**src/rtl/clkdiv_bank_pkg.sv**
```systemverilog
package clkdiv_bank_pkg;
  // bit positions inside the command and status registers
  localparam int GO_BIT   = 0;
  localparam int BUSY_BIT = 0;

  // field positions inside a channel control register
  function automatic int en_pos(int ratio_w);
    return ratio_w;
  endfunction

  function automatic int src_pos(int ratio_w);
    return ratio_w + 1;
  endfunction
endpackage

```
**src/rtl/clkdiv_regs.sv**
```systemverilog
module clkdiv_regs
  import clkdiv_bank_pkg::*;
#(
  parameter int NCH     = 4,
  parameter int RATIO_W = 4,
  parameter int DATA_W  = 8,
  parameter int ADDR_W  = 3,
  localparam int CW     = RATIO_W + 2
) (
  input  logic                     clk,
  input  logic                     rst_n,
  input  logic                     we,
  input  logic [ADDR_W-1:0]        addr,
  input  logic [DATA_W-1:0]        wdata,
  input  logic [NCH-1:0]           taken,
  output logic [DATA_W-1:0]        rdata,
  output logic [NCH-1:0][CW-1:0]   pend_cfg,
  output logic [NCH-1:0]           pend,
  output logic                     busy
);
  localparam logic [ADDR_W-1:0] CMD_A  = ADDR_W'(NCH);
  localparam logic [ADDR_W-1:0] STAT_A = ADDR_W'(NCH + 1);

  logic [NCH-1:0][CW-1:0] shadow_q;
  logic [NCH-1:0][CW-1:0] pcfg_q;
  logic [NCH-1:0]         pend_q;
  logic                   go_wr;
  logic                   go_acc;

  assign busy   = |pend_q;
  assign go_wr  = we && (addr == CMD_A) && wdata[GO_BIT];
  assign go_acc = go_wr && !busy;

  always_ff @(posedge clk or negedge rst_n) begin
    if (!rst_n) begin
      shadow_q <= '0;
    end else begin
      for (int i = 0; i < NCH; i++) begin
        if (we && addr == ADDR_W'(i)) shadow_q[i] <= wdata[CW-1:0];
      end
    end
  end

  always_ff @(posedge clk or negedge rst_n) begin
    if (!rst_n) begin
      pcfg_q <= '0;
      pend_q <= '0;
    end else if (go_acc) begin
      pcfg_q <= shadow_q;
      pend_q <= '1;
    end else begin
      pend_q <= pend_q & ~taken;
    end
  end

  always_comb begin
    rdata = '0;
    for (int i = 0; i < NCH; i++) begin
      if (addr == ADDR_W'(i)) rdata[CW-1:0] = shadow_q[i];
    end
    if (addr == STAT_A) rdata[BUSY_BIT] = busy;
  end

  assign pend_cfg = pcfg_q;
  assign pend     = pend_q;


  go_sets_busy_chk: assert property (@(posedge clk) disable iff (!rst_n)
    go_acc |=> busy);


  go_ignored_chk: assert property (@(posedge clk) disable iff (!rst_n)
    (go_wr && busy) |=> $stable(pcfg_q));
endmodule

```
**src/rtl/clkdiv_chan.sv**
```systemverilog
module clkdiv_chan
  import clkdiv_bank_pkg::*;
#(
  parameter int RATIO_W = 4,
  localparam int CW     = RATIO_W + 2
) (
  input  logic          clk,
  input  logic          rst_n,
  input  logic          ref_tick,
  input  logic          pend_i,
  input  logic [CW-1:0] cfg_i,
  output logic          stb_o,
  output logic          take_o
);
  logic [CW-1:0]      act_q;
  logic [RATIO_W-1:0] cnt_q;
  logic               act_en;
  logic               act_src;
  logic [RATIO_W-1:0] lim;
  logic               ev;
  logic               hit;

  assign act_en  = act_q[en_pos(RATIO_W)];
  assign act_src = act_q[src_pos(RATIO_W)];
  assign lim     = act_en ? act_q[RATIO_W-1:0] : '0;
  assign ev      = act_src ? ref_tick : 1'b1;
  assign hit     = ev && (cnt_q == lim);
  assign stb_o   = hit;
  assign take_o  = hit && pend_i;

  always_ff @(posedge clk or negedge rst_n) begin
    if (!rst_n) begin
      act_q <= '0;
      cnt_q <= '0;
    end else if (take_o) begin
      act_q <= cfg_i;
      cnt_q <= '0;
    end else if (hit) begin
      cnt_q <= '0;
    end else if (ev) begin
      cnt_q <= cnt_q + 1'b1;
    end
  end


  count_bound_chk: assert property (@(posedge clk) disable iff (!rst_n)
    cnt_q <= lim);


  passthru_chk: assert property (@(posedge clk) disable iff (!rst_n)
    (!act_en && ev) |-> stb_o);
endmodule

```
**src/rtl/clkdiv_bank.sv**
```systemverilog
module clkdiv_bank
  import clkdiv_bank_pkg::*;
#(
  parameter int NCH      = 4,
  parameter int RATIO_W  = 4,
  parameter int DATA_W   = 8,
  localparam int ADDR_W  = $clog2(NCH + 2),
  localparam int CW      = RATIO_W + 2
) (
  input  logic              clk,
  input  logic              rst_n,
  input  logic              ref_tick,
  input  logic              reg_we,
  input  logic [ADDR_W-1:0] reg_addr,
  input  logic [DATA_W-1:0] reg_wdata,
  output logic [DATA_W-1:0] reg_rdata,
  output logic [NCH-1:0]    div_stb
);
  logic [NCH-1:0][CW-1:0] pend_cfg;
  logic [NCH-1:0]         pend;
  logic [NCH-1:0]         taken;
  logic                   busy;

  clkdiv_regs #(
    .NCH(NCH), .RATIO_W(RATIO_W), .DATA_W(DATA_W), .ADDR_W(ADDR_W)
  ) u_regs (
    .clk(clk), .rst_n(rst_n), .we(reg_we), .addr(reg_addr),
    .wdata(reg_wdata), .taken(taken), .rdata(reg_rdata),
    .pend_cfg(pend_cfg), .pend(pend), .busy(busy)
  );

  for (genvar g = 0; g < NCH; g++) begin : g_ch
    clkdiv_chan #(.RATIO_W(RATIO_W)) u_chan (
      .clk(clk), .rst_n(rst_n), .ref_tick(ref_tick),
      .pend_i(pend[g]), .cfg_i(pend_cfg[g]),
      .stb_o(div_stb[g]), .take_o(taken[g])
    );


    switch_on_edge_chk: assert property (@(posedge clk) disable iff (!rst_n)
      $fell(pend[g]) |-> $past(div_stb[g]));
  end
endmodule

```
**config.mk**
```make
export PLATFORM = sky130hd
export DESIGN_NAME = clkdiv_bank
export DESIGN_NICKNAME = d
export VERILOG_FILES = /design/src/rtl/clkdiv_bank_pkg.sv /design/src/rtl/clkdiv_regs.sv /design/src/rtl/clkdiv_chan.sv /design/src/rtl/clkdiv_bank.sv
export SDC_FILE = /design/constraint.sdc
export NUM_CORES = 1
export LEC_CHECK = 0
export BUFFER_PORTS_ARGS = -buffer_cell sky130_fd_sc_hd__buf_4
export CAP_MARGIN = 5
export CORE_UTILIZATION = 40
export DETAILED_ROUTE_END_ITERATION = 12
export PLACE_DENSITY = 0.62
export SETUP_SLACK_MARGIN = 0.3
export SLEW_MARGIN = 20
export SYNTH_ARGS = -nofsm -noshare
export SYNTH_HDL_FRONTEND = slang
export SYNTH_SLANG_ARGS = --single-unit
```
**constraint.sdc**
```tcl
create_clock -name clk -period 2.06 [get_ports clk]
set_input_delay 0.412 -clock clk [delete_from_list [all_inputs] [get_ports clk]]
set_output_delay 0.412 -clock clk [all_outputs]
set_load 0.05 [all_outputs]
```
==> results.sh <==
export IMPL_status="finished, violations left"
export IMPL_violations="negative setup slack"
export IMPL_critPathKind="reg2out"
export IMPL_top_layer="met4"
export IMPL_grt_pass1_wl_um=14080
export IMPL_synth_cells=321
export IMPL_holdWs_ns=0.02315
export IMPL_fin_nets=413
export IMPL_fp_row_count=37
export IMPL_antennaDiodeCount=0
export IMPL_ff2ff_path_depth=8
export IMPL_route_detailed_drc=0
export IMPL_synth_fa_ha_area_share_pct=1.174
export IMPL_tritoncts="built"
export IMPL_min_path_type="in2async"
export IMPL_worstSetupStartpointType="flip-flop"
export IMPL_period_share_pct=107.4
export IMPL_synth_top_family_by_area="multiplexers"
export IMPL_power_density_mw_per_mm2=1285
export IMPL_layoutNonFillerInstCount=533
export IMPL_ys_seq_area_share_pct=54.01
export IMPL_yosysWarnings=0
export IMPL_slew_headroom_pct=65.85
export IMPL_synth_compound_area_share_pct=6.898
export IMPL_grt_overflow_total=0
export IMPL_die_h_um=105.2
export IMPL_drtIter0Drc=157
export IMPL_yosysUniqueCellTypes=39
export IMPL_setup_violations=3
export IMPL_drv_slew=0
export IMPL_die_area_sq_mm=0.01107
export IMPL_pin_count=27
export IMPL_finClkSkew_ns=0.009774
export IMPL_synth_xor_area_share_pct=2.466
export IMPL_synth_mux_area_fraction_pct=22.28
export IMPL_ys_seq_elements=92
export IMPL_peakVddDrop_uv=584.3
export IMPL_path_clk_slew_ns=0.08
export IMPL_critPathMaxFanout=4
export IMPL_worst_pin_slew_ns=0.5122
export IMPL_cp_end_kind="output pin"
export IMPL_vias=2759
export IMPL_gp_congestion=0.7552
export IMPL_clockBufferDepth=2
export IMPL_drt_total_wl_um=8967
export IMPL_drive_above_1_share_pct=51.89
export IMPL_dpl_instance_area_sq_mm=0.004697
export IMPL_syn_area_sq_mm=0.004263
export IMPL_cts_max_level=3
export IMPL_drv_cap=0
export IMPL_final_area_sq_mm=0.005525
export IMPL_dr_pass1_iters=4
export IMPL_wl_met1_um=4369
export IMPL_syn_area_per_cell_sq_um=13.28
export IMPL_grt_pass1_vias=2685
export IMPL_synth_simple_area_share_pct=9.979
export IMPL_route_met2_wl_um=4116
export IMPL_dp_cells=478
export IMPL_postRouteAntennaNets=0
export IMPL_cp_required_ns=1.65
export IMPL_design_power_total_mw=7.098
export IMPL_die_x_um=105.2
export IMPL_num_fill_cells=876
export IMPL_fin_ws_ns=-0.1528
export IMPL_areaGrowthSynthToFinish_pct=29.62
export IMPL_post_dp_hpwl_um=5685
export IMPL_min_period_ns=2.213
export IMPL_portBuffers=22
export IMPL_wl_per_cell_um=16.82
export IMPL_via_per_inst=5.176
export IMPL_clkLatencyLatePin_ns=0.35
export IMPL_wl_met3_um=326
export IMPL_cts_sinks=92
export IMPL_rsz0062_at_grt="true"
export IMPL_start_util_pct=41.29
export IMPL_fmax_mhz=451.9
export IMPL_clock_tree_root_cell="clkbuf_8"
export IMPL_hold_viol=0
export IMPL_antenna_found_initial=0
export IMPL_grt_usage_pct=16.49
export IMPL_cp_data_arrival_time_ns=1.80
export IMPL_core_area_sq_mm=0.01032
export IMPL_cts_buffers=9
export IMPL_grt_start_max_net_pins=36
export IMPL_leakage_nw=2.606
synthesized netlist by cell type, drive strengths merged:
cell	instances	area, sq um
clkbuf	5	18.77
nor4bb	2	20.02
nand2b	8	50.05
a21o	3	22.52
nand4b	4	35.03
a31oi	3	18.77
nor3	5	25.02
a21bo	1	10.01
xnor2	5	43.79
ha	4	50.05
nor2	13	48.80
nand2	15	63.81
a21boi	1	7.510
nand3	3	15.01
conb	1	3.750
and3	2	12.51
buf	11	72.57
nand4	4	25.02
o2bb2ai	2	17.52
dfrtp	92	2302
a2111oi	4	110.1
or2	2	12.51
o22ai	6	37.54
nand3b	2	15.01
or3	1	6.260
o22a	2	17.52
mux2	72	814.5
o211ai	1	7.510
o21ai	9	45.04
xor2	7	61.31
and2	2	12.51
inv	11	41.29
nor4b	1	15.01
mux4	6	135.1
nor2b	9	56.30
nor4	2	12.51
power by group:
group | internal [mW] | total, mW | switching [mW] | leakage (nW)
Combinational | 1.63 | 2.82 | 1.19 | 1.35
Sequential | 2.53 | 3.18 | 0.653 | 1.17
Clock | 0.521 | 1.10 | 0.581 | 0.0941
through the flow:
| stage | setup WS (ns) | util [%] | TNS (ns) |
|---|---|---|---|
| after CTS | -0.1691 | 50.09 | -0.3541 |
| after global routing | -0.2717 | 53.52 | -0.7520 |
| after global placement | 0.1208 | 45.50 | 0 |
| final | -0.1528 | 53.52 | -0.3885 |
| after floorplan | 0.1556 | - | 0 |
| after detailed placement | 0.1006 | 45.50 | 0 |
routing by layer:
| metal | global-route usage (%) | up-vias |
|---|---|---|
| met5 | 0 | - |
| met2 | 25.09 | 63 |
| met4 | 6.036 | 0 |
| met3 | 2.721 | 14 |
| met1 | 23.74 | 1398 |
| li1 | - | 1284 |
worst max-delay path, stage by stage (launching register included):
cell and delay [ns]:
dfrtp_1 0.42, nand4b_1 0.18, o22a_1 0.23, a2111oi_4 0.31, buf_4 0.18, buf_8 0.14
placed cells by master (no fill, tap or decap), types with 3 or more instances in the layout:
master / n
a2111oi_4: 4
a21o_1: 3
buf_12: 3
buf_4: 57
buf_6: 10
buf_8: 5
clkbuf_8: 12
dfrtp_1: 84
dfrtp_2: 8
ha_1: 4
inv_1: 9
mux2_2: 38
mux2_4: 34
mux4_2: 6
nand2_1: 13
nand2b_1: 8
nand4_1: 4
nand4b_1: 4
nor2_1: 12
nor2b_1: 4
nor2b_4: 5
nor3_1: 3
o21ai_0: 5
o21ai_1: 3
o22ai_1: 5
xnor2_1: 5
xor2_1: 7
state kept, by name, summed over array words and instances (netlist names):
signal / flops
g_ch.u_chan.act_q: 24
g_ch.u_chan.cnt_q: 16
u_regs.pend: 4
u_regs.pend_cfg: 24
u_regs.shadow_q: 24
timing repair:
action,in CTS,in global routing
pin swaps,3,6
gates cloned,0,3
endpoints found under the setup margin,37,64
hold buffers,0,0
setup buffers,26,12
gates resized for setup,29,56
area by class of cell:
type                       instances  area (sq um)  area share [%]
multi-input combinational        203          2101           38.02
tap                              136         170.2           3.080
clock inverter                     2         10.01          0.1812
inverter                          11         41.29          0.7473
timing repair buffer              77         725.7           13.13
clock buffer                      12         165.2           2.989
sequential                        92          2312           41.85
kinds of logic after synthesis:
family,after synthesis
xor gates and xnor gates,12
adders and majority gates,4
AOI/OAI and AO/OA,32
buffers and inverters,27
and+or+nand+nor,75
muxes,78
other,1
DFF,92
path summary, 6_finish.rpt:
check,start,end,slack (ns)
setup / recovery,g_ch[3].u_chan.act_q[0],div_stb[3],-0.15
hold / removal,rst_n,g_ch[1].u_chan.cnt_q[2],0.02
setup reg to reg,u_regs.pend[3],u_regs.pend_cfg[18],0.17
hold reg to reg,u_regs.pend_cfg[18],g_ch[3].u_chan.act_q[0],0.50
max in group asynchronous,rst_n,g_ch[2].u_chan.act_q[4],1.41
min in group clk,reg_wdata[1],u_regs.shadow_q[13],0.33
No activity file was read; power rests on OpenSTA's default activity.
